--- src/rtl/t1_sig_access.sv ---
module t1_sig_access #(
  parameter int NCH = 24
) (
  input  logic       clk,
  input  logic       rst_n,
  input  logic [4:0] frame_num,
  input  logic [4:0] chan_idx,
  input  logic [2:0] bit_idx,
  input  logic       rx_data,
  input  logic       force_ones,
  output logic       rx_out,
  input  logic       tx_in,
  output logic       tx_out,
  input  logic [4:0] cpu_addr,
  input  logic       cpu_wr,
  input  logic [7:0] cpu_wdata,
  output logic [7:0] cpu_rdata
);
  localparam int NREG = NCH / 2;
  localparam int NBIT = NREG * 8;

  logic            sig_frame;
  logic [1:0]      letter;
  logic            sig_pos, frame_end, sf_end, addr_ok;
  logic [NCH-1:0]  stage;
  logic [3:0][NCH-1:0] rx_sig;
  logic [NBIT-1:0] rx_img, tx_shd, tx_act;
  logic [6:0]      ins_idx, reg_base;

  always_comb begin
    sig_frame = 1'b1;
    letter    = 2'd0;
    case (frame_num)
      5'd5:  letter = 2'd0;
      5'd11: letter = 2'd1;
      5'd17: letter = 2'd2;
      5'd23: letter = 2'd3;
      default: sig_frame = 1'b0;
    endcase
  end

  assign sig_pos   = sig_frame && bit_idx == 3'd7 && chan_idx < 5'(NCH);
  assign frame_end = chan_idx == 5'(NCH - 1) && bit_idx == 3'd7;
  assign sf_end    = frame_end && frame_num == 5'd23;
  assign ins_idx   = {chan_idx[4:1], ~chan_idx[0], ~letter};
  assign reg_base  = {cpu_addr[3:0], 3'b000};
  assign addr_ok   = cpu_addr[3:0] < 4'(NREG);

  for (genvar k = 0; k < NREG; k++) begin : g_img
    for (genvar l = 0; l < 4; l++) begin : g_let
      assign rx_img[k*8 + 7 - l] = rx_sig[l][2*k];
      assign rx_img[k*8 + 3 - l] = rx_sig[l][2*k+1];
    end
  end

  always_ff @(posedge clk or negedge rst_n) begin
    if (!rst_n) begin
      stage  <= '0;
      rx_sig <= '0;
    end else if (sig_pos) begin
      stage[chan_idx] <= rx_data;
      if (frame_end)
        rx_sig[letter] <= {rx_data, stage[NCH-2:0]};
    end
  end

  always_ff @(posedge clk or negedge rst_n) begin
    if (!rst_n) begin
      tx_shd <= '0;
      tx_act <= '0;
    end else begin
      if (cpu_wr && cpu_addr[4] && addr_ok)
        tx_shd[reg_base +: 8] <= cpu_wdata;
      if (sf_end)
        tx_act <= tx_shd;
    end
  end

  always_ff @(posedge clk or negedge rst_n) begin
    if (!rst_n) begin
      rx_out <= 1'b0;
      tx_out <= 1'b0;
    end else begin
      rx_out <= (sig_pos && force_ones) ? 1'b1 : rx_data;
      tx_out <= sig_pos ? tx_act[ins_idx] : tx_in;
    end
  end

  assign cpu_rdata = !addr_ok     ? 8'h00 :
                     cpu_addr[4]  ? tx_shd[reg_base +: 8] :
                                    rx_img[reg_base +: 8];
endmodule


--- config.mk ---
export PLATFORM = sky130hd
export DESIGN_NAME = t1_sig_access
export DESIGN_NICKNAME = d
export VERILOG_FILES = /design/src/rtl/t1_sig_access.sv
export SDC_FILE = /design/constraint.sdc
export NUM_CORES = 1
export LEC_CHECK = 0
export BUFFER_PORTS_ARGS = -buffer_cell sky130_fd_sc_hd__buf_2
export CORE_AREA = 2 2 171 173
export DETAILED_ROUTE_END_ITERATION = 8
export DIE_AREA = 0 0 173 175
export MAX_ROUTING_LAYER = met4
export PLACE_DENSITY_LB_ADDON = 0.25
export SYNTH_ARGS = -nofsm -noshare
export SYNTH_HDL_FRONTEND = slang
export SYNTH_SLANG_ARGS = --single-unit
export TNS_END_PERCENT = 1
--- constraint.sdc ---
create_clock -name clk -period 2.5 [get_ports clk]
set_clock_uncertainty 0.15 [all_clocks]
set_input_delay 0 -clock clk [delete_from_list [all_inputs] [get_ports clk]]
set_output_delay 0 -clock clk [all_outputs]
set_load 0.02 [all_outputs]
==> flow_summary_export.csv, run 1 <==
group,metric,value,unit
status,outcome,"complete, no violations",
floorplan,design.die.area,30300,um^2
floorplan,floorplan.die.width,173,um
floorplan,die_h,175,um
layout,mostFrequentLayoutCell,"sky130_fd_sc_hd__dfrtp_1",
clock_network,clock_latency,0.50,ns
floorplan,initial_utilization,0.515,
synthesis,yosys_register_bits,313,
setup_path,worst_ep_required_time,2.35,ns
detailed_routing,detailed_route_wire_length,44400,um
synthesis,synthDominantAreaCellType,"sky130_fd_sc_hd__dfrtp_1",
clock_network,root_buffer,"sky130_fd_sc_hd__clkbuf_16",
sta,final_hold_viol_count,0,
clock_network,clock_path_buffers,3,
sta,max_freq,403,MHz
sta,period_needed,2.48,ns
floorplan,ios,42,
min_path,worstHoldEndpoint,"tx_out",
min_path,holdCritPathClass,"input pin to flip-flop",
setup_path,setup.worst_path.end_class,"primary output",
layout,finalCoreUtilization,0.603,
synthesis,syn_avg_cell_area,13.7,um^2
clock_network,cts_made_buffers,35,
detailed_routing,routedWlPerCell,28.0,um
clock_network,cts_clk_pin_slew_worst_paths,0.06,ns
synthesis,syn-instance-count,1069,
setup_path,r2r.worst_path.cells,7,
grt,number_of_global_route_vias_before_repair,10300,
setup_path,worst_setup_path_startpoint,"tx_shd[63]",
min_path,min_path_cells,5,
layout,fillers,2299,
detailed_routing,number_of_drc_violations_after_detailed_routing_iteration_0,992,
grt,grt.total_usage,0.308,
synthesis,synth-edff-count,0,
detailed_routing,routed-via-count,10000,
synthesis,synth_top_flop_cell,"sky130_fd_sc_hd__dfrtp_1",
sta,period_share,0.992,
synthesis,post_synthesis_instance_area,14600,um^2
clock_network,tritoncts,"built",
synthesis,mappedNetlistNets,1104,
placement,place_hpwl,31400,um
flow_run,drv_cap,0,
floorplan,floorplan.core_area,28400,um^2
setup_path,crit_path_max_fanout,3,
floorplan,placement_rows,62,
detailed_routing,final_antenna_net_count,0,
layout,drive_gt1_frac,0.447,
detailed_routing,remaining_drc_errors,0,
layout,design.final.nets,1212,
setup_path,worstReg2RegStart,"tx_act[13]",
power,vdd.ir_drop.worst,384,uV
sta,setup_repair_after_global_routing_missed_its_margin,"yes",
synthesis,synth-async-reset-ratio,1.00,
layout,syn_to_final_growth,17.2,%
synthesis,synth.top_cell.area_share,0.536,
synthesis,proportion_of_synthesized_chip_area_in_sequential_cells,0.536,
setup_path,crit-reg2reg-capture,"tx_out",
sta,setup_viol,0,
grt,antenna_found_initial,1,
placement,gp_congestion,0.965,
placement,port_buffers,41,
setup_path,critPathArrivalTime,2.33,ns
synthesis,synth.area.top_cells,"sky130_fd_sc_hd__dfrtp_1 (54%), sky130_fd_sc_hd__mux2_2 (22%), sky130_fd_sc_hd__mux4_2 (6.6%)",
power,leak,8.19,nW
sta,final-max-slew-violation-count,0,
grt,grt_first_pass_wirelength,67200,um
sta,slew_at_the_pin_closest_to_its_max_slew_limit,1.11,ns
setup_path,criticalPathCategory,"flip-flop to primary output",
layout,most_frequent_cells_in_the_layout,"sky130_fd_sc_hd__dfrtp_1 (313), sky130_fd_sc_hd__mux2_2 (283), sky130_fd_sc_hd__nand2_1 (74), sky130_fd_sc_hd__buf_4 (73), sky130_fd_sc_hd__mux4_2 (43)",
grt,grt.overflow.total,0,
clock_network,ctsHtreeMaxLevel,2,
clock_network,clock_sink_count,313,
power,pwr_density_cell,684,nW/um^2
detailed_routing,detail_route.first_pass.iterations,5,
synthesis,synth.lib_cells_used.distinct,69,
power,total_power,0.0117,W
grt,pin_count_of_the_biggest_net_entering_global_routing,81,
setup_path,category_of_the_worst_setup_path_launch_point,"flip-flop",
sta,slew_headroom,0.258,
min_path,min-delay-start,"chan_idx[3]",
sta,timing.hold.ws,0.0338,ns
synthesis,yosysWarnings,0,
detailed_routing,detail_route.vias_per_cell,6.33,
setup_path,slack_of_the_worst_reg_to_reg_path,0.41,ns
[repair_timing]
action                     4_1_cts  5_1_grt
resized for setup                0       22
hold endpoints to repair       400        0
setup endpoints to repair        0        7
hold buffers                    20        0
setup buffers                    0        7
[layout make-up]
| type | count | area, um^2 | area share |
|---|---|---|---|
| Antenna cell | 1 | 2.50 | 0.000146 |
| Clock buffer | 47 | 1030 | 0.0603 |
| Clock inverter | 14 | 130 | 0.00760 |
| Inverter | 10 | 37.5 | 0.00219 |
| Multi-Input combinational cell | 679 | 6470 | 0.378 |
| Sequential cell | 313 | 7830 | 0.457 |
| Tap cell | 384 | 480 | 0.0280 |
| Timing Repair Buffer | 138 | 1150 | 0.0669 |
[cells in the mapped netlist, types with 4 or more instances]
cell and instances:
sky130_fd_sc_hd__buf_6 4, sky130_fd_sc_hd__and3_1 12, sky130_fd_sc_hd__mux2i_1 23, sky130_fd_sc_hd__inv_1 8, sky130_fd_sc_hd__a31oi_1 7, sky130_fd_sc_hd__mux2_2 283, sky130_fd_sc_hd__dfrtp_1 313, sky130_fd_sc_hd__nand3_1 15
sky130_fd_sc_hd__clkbuf_1 21, sky130_fd_sc_hd__o21ai_0 34, sky130_fd_sc_hd__buf_4 7, sky130_fd_sc_hd__mux4_2 43, sky130_fd_sc_hd__a222oi_1 7, sky130_fd_sc_hd__a21oi_1 18, sky130_fd_sc_hd__a221oi_1 6, sky130_fd_sc_hd__buf_2 25
sky130_fd_sc_hd__nand2_1 75, sky130_fd_sc_hd__nor3b_1 4, sky130_fd_sc_hd__buf_1 10, sky130_fd_sc_hd__nand4_1 6, sky130_fd_sc_hd__nor2_2 4, sky130_fd_sc_hd__o22ai_1 22, sky130_fd_sc_hd__a22o_1 9, sky130_fd_sc_hd__nor3_1 7
sky130_fd_sc_hd__o221ai_1 7, sky130_fd_sc_hd__nor2_1 32
[worst max-delay path, cell delays in order (launching register included)]
cell                      delay, ns
sky130_fd_sc_hd__dfrtp_1       0.41
sky130_fd_sc_hd__mux4_2        0.49
sky130_fd_sc_hd__nand2_1       0.08
sky130_fd_sc_hd__nand2_1       0.06
sky130_fd_sc_hd__a211o_1       0.35
sky130_fd_sc_hd__o22ai_1       0.15
sky130_fd_sc_hd__nor2_1        0.10
sky130_fd_sc_hd__buf_4         0.17
[per-stage QoR]
step	setup TNS (ns)	std cells	setup WS, ns	cell area, um^2
after CTS	0	1578	0.000957	17000
after global placement	-0.0138	1497	-0.0138	15600
after global routing	-0.138	1586	-0.0367	17100
after floorplan	0	1069	0.260	14600
after detailed placement	-0.0351	1497	-0.0351	15600
final	0	1586	0.0199	17100
[registers in the layout, indices dropped and copies added, names as in the netlist]
| name | flops |
|---|---|
| tx_out | 1 |
| tx_act | 96 |
| tx_shd | 96 |
| rx_img | 96 |
| stage | 23 |
| rx_out | 1 |
[where the power goes]
part / leakage (nW) / internal (W) / switching [W]
Clock: 0.582 / 0.00311 / 0.00208
Sequential: 4.32 / 0.00529 / 0.000192
Combinational: 3.29 / 0.000444 / 0.000605
[routing by layer]
metal,share of wire,vias up,global-route usage
met5,0,-,-
met4,0.035,0,0.103
met3,0.064,94,0.0540
met2,0.47,395,0.474
met1,0.43,5325,0.417
li1,-,4220,-
[worst max path at each step]
stage                   endpoint
global placement          tx_out
global route        cpu_rdata[0]
floorplan             tx_shd[64]
finish              cpu_rdata[7]
detailed placement        tx_out
CTS                 cpu_rdata[5]
[logic make-up (layout without fill, tap and decap cells)]
kind of cell | Yosys count | after routing | synth area share
mux | 349 | 349 | 0.300
flops | 313 | 313 | 0.536
simple gates | 184 | 184 | 0.0672
compound gates | 138 | 138 | 0.0647
buf+inv | 77 | 209 | 0.0258
xor+xnor | 5 | 5 | 0.00351
fa+ha+maj | 3 | 3 | 0.00257
other cells | 0 | 1 | 0
(Power assumes the default switching activity.)
==> run 2, diff against run 1 <==
--- a/config.mk
+++ b/config.mk
@@ -9,6 +9,7 @@
 export CORE_AREA = 2 2 171 173
 export DETAILED_ROUTE_END_ITERATION = 8
 export DIE_AREA = 0 0 173 175
+export HOLD_SLACK_MARGIN = 0.05
 export MAX_ROUTING_LAYER = met4
 export PLACE_DENSITY_LB_ADDON = 0.25
 export SYNTH_ARGS = -nofsm -noshare
==> flow_summary_export.csv, run 2 (synthesis results as in run 1) <==
group,metric,value,unit
detailed_routing,remaining_drc_errors,0,
layout,multi_input_area,6470,um^2
floorplan,floorplan.core_area,28400,um^2
setup_path,setup.worst_path.end_class,"primary output",
power,cell_internal_pwr,0.00884,W
floorplan,placement_rows,62,
sta,final_hold_viol_count,0,
grt,grt.total_usage,0.308,
setup_path,criticalPathCategory,"flip-flop to primary output",
setup_path,worstReg2RegStart,"tx_act[13]",
grt,number_of_global_route_vias_before_repair,10300,
setup_path,critical-path-max-stage-delay,0.55,ns
setup_path,critPathArrivalTime,2.33,ns
min_path,worstHoldEndpoint,"tx_out",
layout,design_area,17200,um^2
layout,mostFrequentLayoutCell,"sky130_fd_sc_hd__dfrtp_1",
power,total_power,0.0117,W
clock_network,clock_path_buffers,3,
sta,layout_setup_ws,0.0200,ns
floorplan,design.die.area,30300,um^2
sta,period_needed,2.48,ns
placement,port_buffers,41,
status,outcome,"complete, no violations",
floorplan,floorplan.die.width,173,um
grt,grt_first_pass_wirelength,67200,um
grt,antenna_found_initial,1,
clock_network,root_buffer,"sky130_fd_sc_hd__clkbuf_16",
min_path,min-delay-start,"chan_idx[3]",
detailed_routing,detailed_route_wire_length,44200,um
placement,placed_cell_area,15600,um^2
detailed_routing,routed-via-count,10100,
layout,seqCellArea,7830,um^2
detailed_routing,detail_route.first_pass.iterations,7,
power,leak,8.19,nW
layout,syn_to_final_growth,17.4,%
floorplan,die_h,175,um
layout,most_frequent_cells_in_the_layout,"sky130_fd_sc_hd__dfrtp_1 (313), sky130_fd_sc_hd__mux2_2 (283), sky130_fd_sc_hd__nand2_1 (74), sky130_fd_sc_hd__buf_4 (73), sky130_fd_sc_hd__mux4_2 (43)",
setup_path,r2r.worst_path.cells,7,
power,power.share.sequential,0.467,
clock_network,tritoncts,"built",
sta,max_freq,403,MHz
sta,slew_at_the_pin_closest_to_its_max_slew_limit,1.11,ns
setup_path,category_of_the_worst_setup_path_launch_point,"flip-flop",
power,vdd.ir_drop.worst,386,uV
placement,place_hpwl,31400,um
power,pwr_density_cell,683,nW/um^2
setup_path,slack_of_the_worst_reg_to_reg_path,0.43,ns
detailed_routing,routedWlPerCell,27.8,um
setup_path,worst_ep_required_time,2.35,ns
clock_network,ctsHtreeMaxLevel,2,
min_path,min_path_cells,6,
layout,drive_gt1_frac,0.446,
floorplan,ios,42,
placement,gp_congestion,0.965,
sta,setup_repair_after_global_routing_missed_its_margin,"yes",
sta,slew_headroom,0.255,
detailed_routing,number_of_drc_violations_after_detailed_routing_iteration_0,1031,
min_path,holdCritPathClass,"input pin to flip-flop",
flow_run,drv_cap,0,
setup_path,crit_path_max_fanout,3,
setup_path,worst_path_most_repeated_cell,"sky130_fd_sc_hd__mux4_2",
layout,design.final.nets,1214,
placement,pre_cts_ws,-0.0351,ns
power,p_sw,0.00288,W
grt,pin_count_of_the_biggest_net_entering_global_routing,81,
clock_network,clock_latency,0.51,ns
power,pwr-share-comb,0.090,
floorplan,initial_utilization,0.515,
detailed_routing,final_antenna_net_count,0,
setup_path,crit-reg2reg-capture,"tx_out",
sta,timing.setup.tns,0,ns
layout,fillers,2297,
setup_path,cpMaxStageDelayCell,"sky130_fd_sc_hd__mux4_2",
clock_network,cts_made_buffers,35,
sta,period_share,0.992,
clock_network,clock_sink_count,313,
power,pwr-share-clk,0.443,
detailed_routing,detail_route.vias_per_cell,6.34,
power,switching_share,0.246,
sta,setup_viol,0,
clock_network,cts_clk_pin_slew_worst_paths,0.06,ns
grt,grt.overflow.total,0,
sta,final-max-slew-violation-count,0,
setup_path,crit_path_cell_trace,"mux4_2 -> mux4_2 -> nor2_2 -> a21oi_2 -> buf_6",
run 2: layer usage:
layer  wire length (um)  up-vias  track usage
li1                   -     4221            -
met1              18900     5332        0.418
met2              20800      418        0.474
met3               2920       93       0.0540
met4               1620        0        0.101
met5                  0        -            -
run 2: worst max-delay path: cells and delay by family (launching register included):
family / cells / cell delay [ns]
flops: 1 / 0.40
mux: 2 / 1.07
compound gates: 1 / 0.05
simple gates: 1 / 0.15
buf+inv: 1 / 0.15
run 2: worst max-delay path by stage:
stage	start	to	slack, ns	depth (start not counted)
6_report	tx_shd[30]	cpu_rdata[6]	0.02	5
5_1_grt	tx_shd[40]	cpu_rdata[0]	-0.04	5
4_1_cts	tx_shd[45]	cpu_rdata[5]	0.001	5
3_5_place_dp	frame_num[2]	tx_out	-0.04	7
3_3_place_gp	frame_num[2]	tx_out	-0.01	7
2_1_floorplan	cpu_addr[1]	tx_shd[64]	0.26	8
run 2: metrics by stage:
step	std cells	hold WS, ns	utilization
6_report	1588	0.0722	0.604
5_1_grt	1588	0.0770	0.604
4_1_cts	1580	0.0523	0.599
3_5_place_dp	1497	-0.0877	0.551
3_3_place_gp	1497	-0.0875	0.551
2_1_floorplan	1069	-0.446	-
run 2: final cells by class:
type                    instances  area share
flip-flops and latches        313       0.457
diodes                          1    0.000146
well taps                     384      0.0280
inverters                      10     0.00219
clock buffers                  47      0.0603
multi-input cells             679       0.377
repair buffers                140      0.0680
clock inverters                14     0.00759
run 2: power by group through the flow:
stage / Sequential (W) / Clock, W / Combinational [W]
after floorplan: 0.00548 / 0 / 0.000547
after global placement: 0.00556 / 0 / 0.000953
after detailed placement: 0.00557 / 0 / 0.000969
after CTS: 0.00547 / 0.00523 / 0.00100
after global routing: 0.00550 / 0.00547 / 0.00112
final: 0.00548 / 0.00519 / 0.00105
run 2: timing repair:
action | in CTS | in global routing
hold buffers | 22 | 0
endpoints found under the hold margin | 407 | 0
endpoints found under the setup margin | 0 | 7
setup buffers | 0 | 7
gates resized for setup | 0 | 22
==> run 3, diff against run 2 <==
--- a/config.mk
+++ b/config.mk
@@ -6,11 +6,10 @@
 export NUM_CORES = 1
 export LEC_CHECK = 0
 export BUFFER_PORTS_ARGS = -buffer_cell sky130_fd_sc_hd__buf_2
-export CORE_AREA = 2 2 171 173
+export CORE_AREA = 2 2 208 210
 export DETAILED_ROUTE_END_ITERATION = 8
-export DIE_AREA = 0 0 173 175
+export DIE_AREA = 0 0 210 212
 export HOLD_SLACK_MARGIN = 0.05
-export MAX_ROUTING_LAYER = met4
 export PLACE_DENSITY_LB_ADDON = 0.25
 export SYNTH_ARGS = -nofsm -noshare
 export SYNTH_HDL_FRONTEND = slang
==> flow_summary_export.csv, run 3 (synthesis results as in run 1) <==
group,metric,value,unit
clock_network,clock_sink_count,313,
layout,design.final.nets,1207,
grt,grt.overflow.total,0,
setup_path,setup.worst_path.end_class,"primary output",
layout,finalNonFillerCells,1743,
detailed_routing,remaining_drc_errors,0,
clock_network,cts_clk_pin_slew_worst_paths,0.06,ns
floorplan,placement_rows,76,
setup_path,worstReg2RegStart,"tx_act[13]",
floorplan,floorplan.die.width,210,um
sta,final_hold_viol_count,0,
flow_run,drv_cap,0,
min_path,min-delay-start,"frame_num[3]",
floorplan,design.die.area,44500,um^2
detailed_routing,number_of_drc_violations_after_detailed_routing_iteration_0,895,
grt,pin_count_of_the_biggest_net_entering_global_routing,76,
detailed_routing,final_antenna_net_count,0,
status,failing_checks,"setup timing",
power,leak,8.14,nW
clock_network,tritoncts,"built",
layout,diodes,0,
sta,setup_repair_after_global_routing_missed_its_margin,"yes",
grt,grt_first_pass_wirelength,70500,um
layout,drive_gt1_frac,0.434,
sta,period_needed,2.58,ns
setup_path,critPathArrivalTime,2.43,ns
min_path,holdCritPathClass,"input pin to flip-flop",
detailed_routing,routed-via-count,9828,
sta,final-max-slew-violation-count,0,
grt,antenna_found_initial,3,
detailed_routing,detailed_route_wire_length,47400,um
setup_path,crit_path_cell_trace,"mux4_2 -> mux4_2 -> nor2_4 -> a21oi_2 -> buf_4",
setup_path,crit_path_max_fanout,3,
grt,number_of_global_route_vias_before_repair,10100,
clock_network,root_buffer,"sky130_fd_sc_hd__clkbuf_16",
layout,fillers,3988,
clock_network,clock_latency,0.55,ns
setup_path,worst_path_most_repeated_cell,"sky130_fd_sc_hd__mux4_2",
placement,pre_cts_ws,-0.327,ns
sta,setup_viol,8,
placement,port_buffers,41,
floorplan,die_h,212,um
placement,gp_congestion,0.956,
clock_network,clock_path_buffers,3,
detailed_routing,detail_route.first_pass.iterations,5,
grt,grt.total_usage,0.219,
detailed_routing,detail_route.vias_per_cell,5.64,
setup_path,critical-path-max-stage-delay,0.56,ns
clock_network,ctsHtreeMaxLevel,2,
setup_path,worst_setup_path_startpoint,"tx_shd[26]",
sta,timing.setup.tns,-0.349,ns
sta,slew_at_the_pin_closest_to_its_max_slew_limit,1.36,ns
floorplan,ios,42,
power,pwr_density_cell,681,nW/um^2
floorplan,initial_utilization,0.344,
sta,slew_headroom,0.0885,
placement,place_hpwl,33200,um
layout,syn_to_final_growth,18.3,%
sta,layout_setup_ws,-0.0809,ns
layout,mostFrequentLayoutCell,"sky130_fd_sc_hd__dfrtp_1",
sta,period_share,1.03,
setup_path,worst_ep_required_time,2.35,ns
status,outcome,"finished, violations left",
clock_network,cts_made_buffers,36,
layout,most_frequent_cells_in_the_layout,"sky130_fd_sc_hd__dfrtp_1 (313), sky130_fd_sc_hd__mux2_2 (283), sky130_fd_sc_hd__nand2_1 (75), sky130_fd_sc_hd__buf_4 (62), sky130_fd_sc_hd__mux4_2 (43)",
placement,dp_cells,1653,
sta,max_freq,387,MHz
floorplan,floorplan.core_area,42500,um^2
setup_path,category_of_the_worst_setup_path_launch_point,"flip-flop",
setup_path,criticalPathCategory,"flip-flop to primary output",
setup_path,cpMaxStageDelayCell,"sky130_fd_sc_hd__mux4_2",
detailed_routing,routedWlPerCell,27.2,um
power,vdd.ir_drop.worst,404,uV
[run 3: changes by cell type in the layout (fill, tap and decap cells not counted), sizes merged]
| cell | change |
|---|---|
| buf | -10 |
| clkbuf | +9 |
| clkinv | -8 |
| dlygate4sd3 | +2 |
| inv | +2 |
| clkinvlp | -1 |
| diode | -1 |
[run 3: repair_timing]
item | 4_1_cts | 5_1_grt
setup endpoints to repair | 8 | 8
buffers inserted | 2 | 1
hold buffers | 24 | 0
gates resized for setup | 4 | 15
pin swaps | 4 | 4
hold endpoints to repair | 409 | 0
[run 3: worst max-delay path, delay by kind of cell, from the launching register on]
kind | cells | cell delay [ns]
muxes | 2 | 1.10
DFF | 1 | 0.42
buffers and inverters | 1 | 0.16
and+or+nand+nor | 1 | 0.15
AOI/OAI and AO/OA | 1 | 0.04
[run 3: layer usage]
layer,global-route usage,share of wire,vias to the layer above
li1,-,-,4211
met1,0.309,0.45,5222
met2,0.342,0.46,316
met3,0.0445,0.063,77
met4,0.0646,0.027,2
met5,0,0.00034,-
[run 3: layout make-up]
class                           count  area (um^2)  share of cell area
Sequential cell                   313         7830               0.453
Multi-Input combinational cell    679         6480               0.375
Timing Repair Buffer              132         1090              0.0629
Clock buffer                       56         1070              0.0618
Tap cell                          546          683              0.0395
Clock inverter                      7         92.6             0.00536
Inverter                           10         37.5             0.00217
[run 3: final timing paths]
path	end	slack [ns]	depth (start not counted)
setup / recovery	cpu_rdata[2]	-0.08	5
hold / removal	tx_out	0.10	6
setup reg to reg	tx_out	0.30	7
hold reg to reg	rx_img[29]	0.35	1
max in group asynchronous	rx_img[45]	0.91	4
min in group asynchronous	stage[20]	0.46	3
[run 3: through the flow]
step	power [W]	utilization	instance area [um^2]	hold slack, ns
after detailed placement	0.00656	0.371	15800	-0.106
after CTS	0.0119	0.405	17200	0.0653
after global routing	0.0122	0.407	17300	0.107
final	0.0118	0.407	17300	0.104
after floorplan	0.00603	-	14600	-0.446
after global placement	0.00654	0.371	15800	-0.101
[run 3: where the power goes]
group,internal [W],leakage (nW),switching (W)
Combinational,0.000434,3.26,0.000613
Clock,0.00314,0.570,0.00210
Sequential,0.00529,4.32,0.000195
